### config.mk
export PLATFORM = sky130hd
export DESIGN_NAME = uart_irq_prio
export DESIGN_NICKNAME = d
export VERILOG_FILES = /design/src/rtl/uart_irq_pkg.sv /design/src/rtl/rx_level_cmp.sv /design/src/rtl/txe_arm.sv /design/src/rtl/id_encode.sv /design/src/rtl/uart_irq_prio.sv
export SDC_FILE = /design/constraint.sdc
export NUM_CORES = 1
export LEC_CHECK = 0
export BUFFER_PORTS_ARGS = -buffer_cell sky130_fd_sc_hd__buf_2
export CAP_MARGIN = 5
export CORE_MARGIN = 4
export CORE_UTILIZATION = 43
export DETAILED_ROUTE_END_ITERATION = 12
export GPL_TIMING_DRIVEN = 0
export PLACE_DENSITY = 0.74
export SLEW_MARGIN = 10
export SYNTH_ARGS = -nofsm -noshare
export SYNTH_HDL_FRONTEND = slang
export SYNTH_SLANG_ARGS = --single-unit
### constraint.sdc
create_clock -name clk -period 1.5 [get_ports clk]
set_input_delay 0 -clock clk [delete_from_list [all_inputs] [get_ports clk]]
set_output_delay 0 -clock clk [all_outputs]
set_load 0.02 [all_outputs]
### src/rtl/uart_irq_pkg.sv
// Shared identification codes for the UART interrupt prioritizer.
package uart_irq_pkg;
    typedef enum logic [3:0] {
        ID_NONE = 4'b0001,
        ID_LINE = 4'b0110,
        ID_RXAV = 4'b0100,
        ID_TMO  = 4'b1100,
        ID_TXE  = 4'b0010
    } id_code_e;
endpackage

### src/rtl/rx_level_cmp.sv
// Receive-level comparator: decodes the trigger select into a character
// count and flags when the receive FIFO holds at least that many.
// Assumes CNT_W is wide enough to hold the largest level (14).
module rx_level_cmp #(
    parameter int CNT_W = 5
) (
    input  logic [1:0]       trig_sel,
    input  logic [CNT_W-1:0] rx_count,
    output logic             rx_avail
);
    logic [CNT_W-1:0] level;

    // Map the select field to a trigger level.
    always_comb begin
        unique case (trig_sel)
            2'd0:    level = CNT_W'(1);
            2'd1:    level = CNT_W'(4);
            2'd2:    level = CNT_W'(8);
            default: level = CNT_W'(14);
        endcase
    end

    // Compare the fill count with the level.
    always_comb rx_avail = (rx_count >= level);
endmodule

### src/rtl/txe_arm.sv
// Transmit-empty arming and clear logic. Counts consecutive empty cycles
// and raises the cause once per refill after ARM_CYCLES cycles. A write
// or a qualifying identification read withdraws it.
// Assumes ARM_CYCLES >= 1.
module txe_arm #(
    parameter int ARM_CYCLES = 144
) (
    input  logic clk,
    input  logic rst_n,
    input  logic tx_empty,
    input  logic thr_wr,
    input  logic rd_hit,
    output logic txe_pend
);
    localparam int ARM_W = $clog2(ARM_CYCLES + 1);
    localparam logic [ARM_W-1:0] ARM_LAST = ARM_W'(ARM_CYCLES - 1);

    logic [ARM_W-1:0] cnt;
    logic             fired;

    // Arm counter, one-shot flag and pending state.
    always_ff @(posedge clk) begin
        if (!rst_n) begin
            cnt      <= '0;
            fired    <= 1'b0;
            txe_pend <= 1'b0;
        end else if (thr_wr) begin
            cnt      <= '0;
            fired    <= 1'b0;
            txe_pend <= 1'b0;
        end else begin
            if (rd_hit)
                txe_pend <= 1'b0;
            if (!tx_empty) begin
                cnt <= '0;
            end else if (!fired) begin
                if (cnt == ARM_LAST) begin
                    fired    <= 1'b1;
                    txe_pend <= 1'b1;
                end else begin
                    cnt <= cnt + 1'b1;
                end
            end
        end
    end

    assert_arm_needs_empty_R6: assert property (@(posedge clk) disable iff (!rst_n)
        $rose(txe_pend) |-> $past(tx_empty));
    assert_write_clears_R7: assert property (@(posedge clk) disable iff (!rst_n)
        thr_wr |=> !txe_pend);
endmodule

### src/rtl/id_encode.sv
// Priority encoder: picks the most urgent pending cause and emits its
// identification code. Receive data available wins over timeout.
module id_encode
    import uart_irq_pkg::*;
(
    input  logic     line_pend,
    input  logic     rx_avail,
    input  logic     char_tmo,
    input  logic     txe_pend,
    output id_code_e code
);
    // Fixed-priority selection.
    always_comb begin
        if (line_pend)     code = ID_LINE;
        else if (rx_avail) code = ID_RXAV;
        else if (char_tmo) code = ID_TMO;
        else if (txe_pend) code = ID_TXE;
        else               code = ID_NONE;
    end
endmodule

### src/rtl/uart_irq_prio.sv
// Top: UART interrupt identification prioritizer. Holds the line-error
// pending flag and ties the comparator, arming logic and encoder together.
// Assumes all strobes are single-cycle and synchronous to clk.
module uart_irq_prio
    import uart_irq_pkg::*;
#(
    parameter int CNT_W      = 5,
    parameter int ARM_CYCLES = 144
) (
    input  logic             clk,
    input  logic             rst_n,
    input  logic             line_err,
    input  logic             lsr_rd,
    input  logic [CNT_W-1:0] rx_count,
    input  logic [1:0]       trig_sel,
    input  logic             char_tmo,
    input  logic             tx_empty,
    input  logic             thr_wr,
    input  logic             iir_rd,
    output logic [3:0]       iir_code,
    output logic             irq
);
    logic     line_pend;
    logic     rx_avail;
    logic     txe_pend;
    logic     rd_hit;
    id_code_e code;

    // Line-error flag: a new error wins over a status read.
    always_ff @(posedge clk) begin
        if (!rst_n)        line_pend <= 1'b0;
        else if (line_err) line_pend <= 1'b1;
        else if (lsr_rd)   line_pend <= 1'b0;
    end

    rx_level_cmp #(.CNT_W(CNT_W)) cmp_i (
        .trig_sel (trig_sel),
        .rx_count (rx_count),
        .rx_avail (rx_avail)
    );

    // A read clears transmit-empty only when it reported that cause.
    always_comb rd_hit = iir_rd && (code == ID_TXE);

    txe_arm #(.ARM_CYCLES(ARM_CYCLES)) arm_i (
        .clk      (clk),
        .rst_n    (rst_n),
        .tx_empty (tx_empty),
        .thr_wr   (thr_wr),
        .rd_hit   (rd_hit),
        .txe_pend (txe_pend)
    );

    id_encode enc_i (
        .line_pend (line_pend),
        .rx_avail  (rx_avail),
        .char_tmo  (char_tmo),
        .txe_pend  (txe_pend),
        .code      (code)
    );

    // Drive the outputs.
    always_comb begin
        iir_code = code;
        irq      = line_pend | rx_avail | char_tmo | txe_pend;
    end

    assert_code_legal_R1: assert property (@(posedge clk) disable iff (!rst_n)
        iir_code inside {4'b0001, 4'b0110, 4'b0100, 4'b1100, 4'b0010});
    assert_irq_matches_R9: assert property (@(posedge clk) disable iff (!rst_n)
        irq == !iir_code[0]);
    assert_line_first_R2: assert property (@(posedge clk) disable iff (!rst_n)
        line_pend |-> iir_code == 4'b0110);
    assert_line_hold_R5: assert property (@(posedge clk) disable iff (!rst_n)
        (line_pend && !lsr_rd) |=> line_pend);
    assert_read_clear_R8: assert property (@(posedge clk) disable iff (!rst_n)
        (iir_rd && iir_code == 4'b0010 && !thr_wr) |=> iir_code != 4'b0010);
endmodule

==> flow_metrics.py <==
metrics = {
    "layout": {
        "drive_gt1_frac": 0.3786,
        "nFillCells": 106,
        "nets": 124,
        "antenna_cells": 0,
        "synthToLayoutAreaGrowth_pct": 38.67,
        "postLayoutCoreUtil": 0.6667,
        "stdcell_area_um2": 910.9,
    },
    "global_routing": {
        "grt_pass1_vias": 585,
        "grt_max_degree": 10,
        "grt_overflow_total": 0,
        "grtUsageTotal": 0.1432,
        "antenna_found_initial": 0,
        "grt_pass1_wl_um": 2249,
    },
    "job": {
        "maxCapViolCount": 0,
    },
    "sta": {
        "slew_headroom": 0.7394,
        "fin_ws_ps": -2.663,
        "setup_violations": 1,
        "hold_ws_ps": 26.94,
        "fin_crit_sh": 1.002,
        "drv_slew": 0,
        "finClkSkew_ps": 6.865,
        "period_minus_slack_ps": 1503,
        "hold_viol_final": 0,
        "grt_setup_unrepaired": "true",
        "tightest_slew_ps": 388.7,
        "fmax_mhz": 665.5,
    },
    "placement": {
        "place_hpwl_um": 1060,
        "routabilityCongestion": 0.7154,
        "portBuffers": 19,
        "dpl_cell_area_um2": 770.7,
    },
    "yosys": {
        "yosysWarnings": 0,
        "ys_types": 30,
        "synthFlopType": "dfxtp_1",
        "ys_async_sr_fraction": 0,
        "syn_area_per_cell_um2": 8.643,
        "synthTopCellsByArea": "dfxtp_1 34%, ha_1 9.5%, xnor2_1 5.3%",
        "synth-seq-cells": 11,
        "netlist_instances": 76,
        "netlist.area_leader.share": 0.3352,
        "synth_edf_count": 0,
        "syn_nets": 96,
        "yosys.area.top_type": "dfxtp_1",
        "ys_seq_area_frac": 0.3352,
        "syn_area_um2": 656.9,
    },
    "worst_setup_path": {
        "cp_max_fo": 5,
        "r2r_start": "arm_i.cnt[0]",
        "crit_arrival_ps": 1500,
        "crit_type": "reg2out",
        "endpoint_kind": "output pin",
        "required_ps": 1500,
        "r2r_cells": 5,
        "rr_endpoint": "arm_i.cnt[3]",
        "reg2reg_setup_slack_ps": 100,
        "startpoint_type": "flop",
    },
    "drt": {
        "viasPerCell": 5.297,
        "drt_iter0_drc": 10,
        "drtPass1Iterations": 4,
        "wl_per_cell_um": 12.98,
        "wl_um": 1532,
        "drc": 0,
        "vias": 625,
        "postRouteAntennaNets": 0,
    },
    "hold_path": {
        "min_to": "arm_i.fired",
        "hp-class": "in2reg",
        "min_from": "thr_wr",
        "min_path_cells": 3,
    },
    "cts": {
        "cts_root_buffer": "clkbuf_4",
        "clock_path_buffers": 2,
        "clkLatencyLatePin_ps": 270,
        "path_clk_slew_ps": 70,
        "cts_tree": "yes",
        "cts_buffers": 3,
        "htree_levels": 1,
        "cts.sinks": 11,
    },
    "die": {
        "die-height_um": 47.09,
        "num_rows": 13,
        "dieWidth_um": 47.09,
        "ios": 20,
        "die_area_um2": 2217,
        "start_util": 0.4808,
        "core_um2": 1366,
    },
    "pwr": {
        "p_per_area_nw_per_um2": 668.2,
        "leakagePower_nw": 0.3509,
        "peakVddDrop_mv": 0.6048,
    },
    "status": {
        "violations": "negative setup slack",
        "status": "finished with violations",
    },
}
==> layer usage <==
layer,GRT usage,vias to the layer above,wire length [um]
met4,0.04972,0,0
met1,0.1705,277,718
met2,0.2331,18,700
met3,0.05747,0,113
li1,-,330,-
met5,0,-,0
==> flip-flops by register name, summed over array words and instances (netlist names) <==
name and count:
arm_i.cnt 8, arm_i.fired 1, arm_i.txe_pend 1, line_pend 1
==> worst max-delay path, stage by stage, from the launching register on <==
cell     delay (ps)
dfxtp_2         340
or4_4           510
or2_1           250
buf_6           130
==> kinds of logic (layout without fill, tap and decap cells) <==
kind of cell    after synthesis  after routing  synth area share
simple gates                 36             36            0.3105
compound gates               13             13            0.1562
flops                        11             11            0.3352
buf+inv                       6             33           0.03428
fa+ha+maj                     5              5           0.09524
xor+xnor                      4              4           0.05333
mux                           1              1           0.01524
==> cells in the final DEF, fill, tap and decap left out <==
master / instances
nor3_2: 1
inv_1: 5
buf_6: 2
a2111oi_4: 1
nor2_1: 9
nand2_1: 6
or2_1: 1
or4_4: 1
ha_1: 3
mux2i_1: 1
o21a_1: 1
nor2b_1: 1
clkbuf_1: 1
clkbuf_4: 3
nor4b_1: 2
inv_4: 1
or3_1: 2
buf_4: 1
nand3b_1: 2
a21oi_4: 1
a21oi_2: 1
dlygate4sd3_1: 3
o21ai_0: 1
nand3_1: 2
a31o_2: 1
dfxtp_2: 3
nor4_1: 2
o41ai_1: 1
nand2b_1: 2
ha_4: 2
a211oi_2: 2
xnor2_1: 4
a21oi_1: 4
and4_4: 1
or2_2: 1
dfxtp_1: 8
and2_1: 1
buf_2: 17
nand4b_1: 2
==> how the worst max path moves through the flow <==
stage                             from      endpoint  slack (ps)  cells after the start
after floorplan           arm_i.cnt[0]  arm_i.cnt[3]          90                      5
after global placement     trig_sel[1]           irq         -50                      8
after detailed placement   trig_sel[1]           irq         -70                      8
after CTS                 arm_i.cnt[0]  arm_i.cnt[3]         -30                      5
after global routing       trig_sel[0]           irq         -70                      8
final                        line_pend           irq          -3                      3
==> power by group <==
part	leakage [nW]	internal, mW	switching (mW)
Combinational	0.246	0.0550	0.0516
Sequential	0.0902	0.296	0.00362
Clock	0.0150	0.103	0.0997
Total	0.351	0.454	0.155
==> synthesized netlist by cell type, types with 2 or more instances <==
cell type	n
inv_1	6
nand3_1	2
nand4b_1	2
nor4b_1	2
or3_1	2
nand2_1	6
nor2_1	9
a21oi_2	2
nand3b_1	2
nor4_1	2
ha_1	5
a21oi_1	4
nand2b_1	2
xnor2_1	4
dfxtp_1	11
==> final cells by class <==
| cell class | count | area, um2 | share of cell area |
|---|---|---|---|
| Tap cell | 15 | 18.77 | 0.02060 |
| Multi-Input combinational cell | 59 | 471.7 | 0.5179 |
| Timing Repair Buffer | 23 | 145.1 | 0.1593 |
| Clock buffer | 4 | 26.28 | 0.02885 |
| Inverter | 6 | 25.02 | 0.02747 |
| Sequential cell | 11 | 224.0 | 0.2459 |
==> repair_timing <==
item / 4_1_cts / 5_1_grt
pin swaps: 1 / 8
setup endpoints to repair: 3 / 5
setup buffers: 1 / 0
endpoints found under the hold margin: 2 / 0
gates resized for setup: 2 / 15
hold buffers: 3 / 0
==> per-stage QoR <==
step                setup WS [ps]  cells  TNS (ps)  power (mW)
floorplan                   85.90     76         0      0.3546
global placement           -50.81    110    -50.81      0.3881
detailed placement         -71.45    110    -89.17      0.3909
CTS                        -28.60    118    -62.85      0.6060
global route               -73.53    118    -73.53      0.6476
finish                     -2.663    118    -2.663      0.6086
No activity file was read; power rests on OpenSTA's default activity.
